## config.mk

```make
export PLATFORM = sky130hd
export DESIGN_NAME = ooo_issue_buf
export DESIGN_NICKNAME = d
export VERILOG_FILES = /design/src/rtl/ooo_issue_pkg.sv /design/src/rtl/ooo_reg_pending.sv /design/src/rtl/ooo_free_pick.sv /design/src/rtl/ooo_oldest_sel.sv /design/src/rtl/ooo_issue_buf.sv
export SDC_FILE = /design/constraint.sdc
export NUM_CORES = 1
export LEC_CHECK = 0
export ABC_CLOCK_PERIOD_IN_PS = 9000
export CORE_MARGIN = 4
export CORE_UTILIZATION = 40
export DETAILED_ROUTE_END_ITERATION = 8
export PLACE_DENSITY_LB_ADDON = 0.12
export RECOVER_POWER = 50
export SLEW_MARGIN = 5
export SYNTH_ARGS = -nofsm -noshare
export SYNTH_HDL_FRONTEND = slang
export SYNTH_HIERARCHICAL = 1
export SYNTH_SLANG_ARGS = --single-unit
```

## constraint.sdc

```tcl
create_clock -name clk_i -period 9 [get_ports clk_i]
set_input_delay 2.7 -clock clk_i [delete_from_list [all_inputs] [get_ports clk_i]]
set_output_delay 2.7 -clock clk_i [all_outputs]
set_load 0.03 [all_outputs]
```

## src/rtl/ooo_issue_pkg.sv

```systemverilog
package ooo_issue_pkg;
  parameter int unsigned DEF_ENTRIES = 4;
  parameter int unsigned DEF_REGS    = 8;
  parameter int unsigned DEF_OP_W    = 4;
endpackage

```

## src/rtl/ooo_reg_pending.sv

```systemverilog
module ooo_reg_pending #(
  parameter int unsigned N_REGS = 8,
  localparam int unsigned RW = $clog2(N_REGS)
) (
  input  logic              clk_i,
  input  logic              rst_ni,
  input  logic              set_en_i,
  input  logic [RW-1:0]     set_idx_i,
  input  logic              clr_en_i,
  input  logic [RW-1:0]     clr_idx_i,
  output logic [N_REGS-1:0] pend_o
);
  logic [N_REGS-1:0] pend_q;

  // set wins: a new writer accepted in the cycle the old one retires
  for (genvar r = 0; r < N_REGS; r++) begin : g_reg
    always_ff @(posedge clk_i or negedge rst_ni) begin
      if (!rst_ni) pend_q[r] <= 1'b0;
      else if (set_en_i && set_idx_i == RW'(r)) pend_q[r] <= 1'b1;
      else if (clr_en_i && clr_idx_i == RW'(r)) pend_q[r] <= 1'b0;
    end
  end

  assign pend_o = pend_q;
endmodule

```

## src/rtl/ooo_free_pick.sv

```systemverilog
module ooo_free_pick #(
  parameter int unsigned N = 4,
  localparam int unsigned IW = (N > 1) ? $clog2(N) : 1
) (
  input  logic [N-1:0] free_i,
  output logic [N-1:0] pick_oh_o,
  output logic         any_o
);
  logic [N:0] seen;
  assign seen[0] = 1'b0;
  for (genvar i = 0; i < N; i++) begin : g_pick
    assign pick_oh_o[i] = free_i[i] && !seen[i];
    assign seen[i+1]    = seen[i] || free_i[i];
  end
  assign any_o = seen[N];
endmodule

```

## src/rtl/ooo_oldest_sel.sv

```systemverilog
module ooo_oldest_sel #(
  parameter int unsigned N = 4
) (
  input  logic         clk_i,
  input  logic         rst_ni,
  input  logic         ins_en_i,
  input  logic [N-1:0] ins_oh_i,
  input  logic [N-1:0] req_i,
  output logic [N-1:0] gnt_o,
  output logic         gnt_any_o
);
  // older_q[i][j]: entry i was accepted before entry j
  logic [N-1:0][N-1:0] older_q;

  for (genvar i = 0; i < N; i++) begin : g_row
    for (genvar j = 0; j < N; j++) begin : g_col
      if (i == j) begin : g_diag
        always_ff @(posedge clk_i or negedge rst_ni) begin
          if (!rst_ni) older_q[i][j] <= 1'b0;
          else         older_q[i][j] <= 1'b0;
        end
      end else begin : g_off
        always_ff @(posedge clk_i or negedge rst_ni) begin
          if (!rst_ni) older_q[i][j] <= 1'b0;
          else if (ins_en_i && ins_oh_i[j]) older_q[i][j] <= 1'b1;
          else if (ins_en_i && ins_oh_i[i]) older_q[i][j] <= 1'b0;
        end
      end
    end
  end

  for (genvar i = 0; i < N; i++) begin : g_gnt
    logic [N-1:0] beaten;
    for (genvar j = 0; j < N; j++) begin : g_cmp
      assign beaten[j] = (i != j) && req_i[j] && older_q[j][i];
    end
    assign gnt_o[i] = req_i[i] && !(|beaten);
  end

  assign gnt_any_o = |req_i;
endmodule

```

## src/rtl/ooo_issue_buf.sv

```systemverilog
module ooo_issue_buf
  import ooo_issue_pkg::*;
#(
  parameter int unsigned N_ENT  = DEF_ENTRIES,
  parameter int unsigned N_REGS = DEF_REGS,
  parameter int unsigned OP_W   = DEF_OP_W,
  localparam int unsigned RW = $clog2(N_REGS)
) (
  input  logic            clk_i,
  input  logic            rst_ni,
  input  logic            dec_valid_i,
  input  logic [OP_W-1:0] dec_op_i,
  input  logic [RW-1:0]   dec_dst_i,
  input  logic [RW-1:0]   dec_src1_i,
  input  logic [RW-1:0]   dec_src2_i,
  output logic            dec_ready_o,
  input  logic            wb_valid_i,
  input  logic [RW-1:0]   wb_dst_i,
  output logic            disp_valid_o,
  output logic [OP_W-1:0] disp_op_o,
  output logic [RW-1:0]   disp_dst_o,
  output logic [RW-1:0]   disp_src1_o,
  output logic [RW-1:0]   disp_src2_o
);
  logic [N_ENT-1:0]           v_q, p1_q, p2_q;
  logic [N_ENT-1:0][OP_W-1:0] op_q;
  logic [N_ENT-1:0][RW-1:0]   dst_q, s1_q, s2_q;

  logic [N_ENT-1:0] hit1, hit2, elig, gnt, war_hit, pick_oh, free_vec;
  logic [N_REGS-1:0] pend;
  logic any_free, gnt_any, waw, accept, ins_p1, ins_p2;

  // per-entry eligibility with writeback bypass
  for (genvar i = 0; i < N_ENT; i++) begin : g_ent
    assign hit1[i]    = wb_valid_i && wb_dst_i == s1_q[i];
    assign hit2[i]    = wb_valid_i && wb_dst_i == s2_q[i];
    assign elig[i]    = v_q[i] && (p1_q[i] || hit1[i]) && (p2_q[i] || hit2[i]);
    assign war_hit[i] = v_q[i] && !gnt[i] &&
                        (s1_q[i] == dec_dst_i || s2_q[i] == dec_dst_i);
  end

  ooo_oldest_sel #(.N(N_ENT)) u_sel (
    .clk_i     (clk_i),
    .rst_ni    (rst_ni),
    .ins_en_i  (accept),
    .ins_oh_i  (pick_oh),
    .req_i     (elig),
    .gnt_o     (gnt),
    .gnt_any_o (gnt_any)
  );

  assign free_vec = ~v_q | gnt;

  ooo_free_pick #(.N(N_ENT)) u_pick (
    .free_i    (free_vec),
    .pick_oh_o (pick_oh),
    .any_o     (any_free)
  );

  ooo_reg_pending #(.N_REGS(N_REGS)) u_pend (
    .clk_i     (clk_i),
    .rst_ni    (rst_ni),
    .set_en_i  (accept),
    .set_idx_i (dec_dst_i),
    .clr_en_i  (wb_valid_i),
    .clr_idx_i (wb_dst_i),
    .pend_o    (pend)
  );

  assign waw         = pend[dec_dst_i] && !(wb_valid_i && wb_dst_i == dec_dst_i);
  assign dec_ready_o = any_free && !waw && !(|war_hit);
  assign accept      = dec_valid_i && dec_ready_o;
  assign ins_p1      = !pend[dec_src1_i] || (wb_valid_i && wb_dst_i == dec_src1_i);
  assign ins_p2      = !pend[dec_src2_i] || (wb_valid_i && wb_dst_i == dec_src2_i);

  always_comb begin
    disp_op_o   = '0;
    disp_dst_o  = '0;
    disp_src1_o = '0;
    disp_src2_o = '0;
    for (int i = 0; i < N_ENT; i++) begin
      if (gnt[i]) begin
        disp_op_o   = op_q[i];
        disp_dst_o  = dst_q[i];
        disp_src1_o = s1_q[i];
        disp_src2_o = s2_q[i];
      end
    end
  end
  assign disp_valid_o = gnt_any;

  for (genvar i = 0; i < N_ENT; i++) begin : g_store
    always_ff @(posedge clk_i or negedge rst_ni) begin
      if (!rst_ni) begin
        v_q[i]   <= 1'b0;
        p1_q[i]  <= 1'b0;
        p2_q[i]  <= 1'b0;
        op_q[i]  <= '0;
        dst_q[i] <= '0;
        s1_q[i]  <= '0;
        s2_q[i]  <= '0;
      end else if (accept && pick_oh[i]) begin
        v_q[i]   <= 1'b1;
        p1_q[i]  <= ins_p1;
        p2_q[i]  <= ins_p2;
        op_q[i]  <= dec_op_i;
        dst_q[i] <= dec_dst_i;
        s1_q[i]  <= dec_src1_i;
        s2_q[i]  <= dec_src2_i;
      end else begin
        if (gnt[i]) v_q[i] <= 1'b0;
        if (hit1[i]) p1_q[i] <= 1'b1;
        if (hit2[i]) p2_q[i] <= 1'b1;
      end
    end
  end
endmodule

```

==> impl_metrics.csv <==
group,metric,value,unit
critical_path,crit_chain,"clkdlybuf4s50_1 > buf_4 > xnor2_1 > a41oi_1 > nor3b_2 > a22oi_1 > and3_2 > nor2b_1 > inv_1 > or4_1 > nand4_4 > nor2_1 > buf_4",
global_route,grt_use_total,0.1927,
clock_tree,tritoncts,"yes",
min_path,whs_path_depth,1,
critical_path,critPathMaxFanout,21,
power_and_ir_drop,swShare,0.4030,
flow_run,maxCapViolCount,2,
run_status,violations,"capacitance limit, slew limit",
power_and_ir_drop,powerDensity,372.7,nW/um^2
synthesis,synthArstFlopShare,1.000,
power_and_ir_drop,power_frac_seq,0.349,
floorplanning,fp-row-count,40,
power_and_ir_drop,leakage,2.302,nW
power_and_ir_drop,comb_power_share,0.467,
finish,nFillCells,1111,
place,gp_congestion,0.8499,
clock_tree,root_buffer,"clkbuf_16",
synthesis,ys_seq_area_frac,0.4312,
clock_tree,ctsHtreeMaxLevel,3,
critical_path,critPathKind,"input port to output port",
finish,final_common_cell,"dfrtp_1",
sta,finClkSkew,0.008340,ns
clock_tree,clock_path_buffers,2,
finish,seq_area,2102,sq um
clock_tree,clkTransAtPathRegs,0.06,ns
floorplanning,die-area,14020,sq um
finish,areaGrowthSynthToFinish,14.12,%
finish,layout_common_cells,"84 x dfrtp_1, 30 x nand2_1, 30 x xnor2_1",
synthesis,syn_area,4875,sq um
synthesis,ys_types,50,
drt,wire_per_inst,20.78,um
global_route,grt_pass1_wl,20810,um
drt,drc,0,
global_route,grt-ovfl-total,0,
finish,fin_nets,476,
drt,ant_nets,0,
sta,slew_headroom,-2.061,
power_and_ir_drop,ir_drop,0.0001056,V
sta,hold_viol_final,0,
synthesis,ys.flop_type,"dfrtp_1",
clock_tree,cts_made_buffers,9,
floorplanning,core,11960,sq um
critical_path,crit_path_frequent_cell,"buf_4",
finish,multi_input_area,2565,sq um
drt,routed_wl,12630,um
synthesis,yosys-top-cells-area,"dfrtp_1 43%, xnor2_1 5.4%, mux2_2 5.1%, mux2_4 4.3%, mux2_1 3.7%",
drt,post_drt_via_cell_ratio,5.671,
synthesis,synth-edff-count,0,
finish,drive_above_1_share,0.2169,
place,hpwl,8655,um
critical_path,rr_worst_depth,11,
synthesis,synth_top_area_frac,0.4312,
sta,fmax,116.6,MHz
drt,drtPass1Iterations,4,
sta,totalNegativeSetupSlack,0,ns
drt,drt_iter0_drc,227,
critical_path,cp.required,6.30,ns
synthesis,postSynthAreaPerCell,11.47,sq um
global_route,antenna_found_initial,0,
synthesis,syn_nets,445,
power_and_ir_drop,internal_power,1.238,mW
critical_path,start_kind,"input port",
clock_tree,postCtsHoldBufs,0,
sta,slew_viol_final,102,
floorplanning,die-width,118.4,um
power_and_ir_drop,power.switching,0.8356,mW
place,portBuffers,34,
clock_tree,cts_setup_buffers,0,
synthesis,yosysTopAreaCell,"dfrtp_1",
sta,final-setup-viol-count,0,
critical_path,end_kind,"output port",
sta,fin_crit,8.577,ns
synthesis,synth_cells,425,
drt,vias,3448,
critical_path,slowest_stage,"or4_1",
power_and_ir_drop,p_total,2.074,mW
synthesis,yosysWarningCount,6,
critical_path,worstPathArrival,5.88,ns
floorplanning,die_height,118.4,um
critical_path,cp_slowest_stage_delay,0.58,ns
power_and_ir_drop,clock_power_share,0.184,
clock_tree,clock_latency,0.35,ns
sta,tightestPinTransition,4.591,ns
floorplanning,ios,35,
finish,antenna_cells,0,
global_route,grt_pass1_vias,3635,
min_path,min_path_type,"flop to flop",
sta,period_share,0.9530,
clock_tree,clock_sinks,84,
global_route,grt_max_degree,85,
run_status,outcome,"finished with violations",
synthesis,synth_seq_cells,84,
floorplanning,floorplan.initialDensity,0.4075,
sta,rsz0062_at_grt,"false",
[cells by family after synthesis]
group | after synthesis | share of synthesized area
AND/OR/NAND/NOR | 109 | 0.1348
flip-flops | 84 | 0.4312
multiplexers | 68 | 0.1740
AO/OA/AOI/OAI | 83 | 0.1209
buffers and inverters | 30 | 0.04441
XOR/XNOR | 51 | 0.09471
[final cells by class]
| class | instances | share of cell area |
|---|---|---|
| well taps | 147 | 0.03306 |
| multi-input cells | 311 | 0.4611 |
| flip-flops and latches | 84 | 0.3779 |
| clock inverters | 4 | 0.008547 |
| repair buffers | 48 | 0.07197 |
| clock buffers | 12 | 0.04611 |
| inverters | 2 | 0.001350 |
[layer usage]
layer | part of all wire | track usage
met5 | 0 | 0
met4 | 0.030 | 0.09413
met3 | 0.051 | 0.03541
met2 | 0.46 | 0.2940
met1 | 0.46 | 0.2641
[power groups by stage]
stage          registers, mW  logic [mW]  clock network [mW]
2_1_floorplan          0.669       0.733                   0
3_3_place_gp           0.729       0.963                   0
3_5_place_dp           0.729       0.976                   0
4_1_cts                0.723       0.980               0.394
5_1_grt                0.745        1.06               0.407
6_report               0.723       0.969               0.381
[stage by stage]
stage                     instances  cell area [sq um]  worst slack, ns  utilization  hold WS [ns]
after global routing            608               5563           0.1004       0.4651        0.4943
final                           608               5563           0.4232       0.4651        0.4858
after CTS                       608               5562           0.2367       0.4650        0.4889
after global placement          592               5258           0.3765       0.4395        0.4690
after detailed placement        592               5258           0.2514       0.4395        0.4746
after floorplan                 425               4875           0.5422            -        0.4584
[what timing repair did]
action                     4_1_cts  5_1_grt
hold endpoints to repair         0        0
setup endpoints to repair        0        1
resized for setup                0        4
[worst max-delay path, delay by kind of cell]
| family | cells | cell delay [ns] |
|---|---|---|
| buf+inv | 4 | 1.07 |
| xor+xnor | 1 | 0.17 |
| simple gates | 6 | 1.59 |
| compound gates | 2 | 0.32 |
[registers in the layout, indices dropped and copies added, names as in the netlist]
register / flops
v_q: 4
p1_q: 4
op_q: 16
s2_q: 12
p2_q: 4
u_sel/older_q: 12
dst_q: 12
u_pend/pend_o: 8
s1_q: 12
[path summary, 6_finish.rpt]
path,from,end,slack [ns]
max in group asynchronous,rst_ni,s2_q[5]$_DFFE_PN0P_,2.44
worst max register to register,s1_q[10]$_DFFE_PN0P_,s2_q[2]$_DFFE_PN0P_,3.84
min in group asynchronous,rst_ni,dst_q[9]$_DFFE_PN0P_,4.00
worst max-delay path,wb_dst_i[1],dec_ready_o,0.42
worst min register to register,dst_q[9]$_DFFE_PN0P_,dst_q[9]$_DFFE_PN0P_,0.49
worst min-delay path,dst_q[9]$_DFFE_PN0P_,dst_q[9]$_DFFE_PN0P_,0.49
[cell usage after synthesis, drive strengths merged (7+ instances only)]
library cell	n
nor2b	8
xor2	20
a22o	15
mux2i	12
nor2	20
nor3b	7
dfrtp	84
mux2	52
xnor2	31
buf	16
a41oi	8
o21ai	19
a22oi	17
a21oi	14
clkbuf	12
nand2	30
Note: power is estimated with default switching activity, not from simulation.
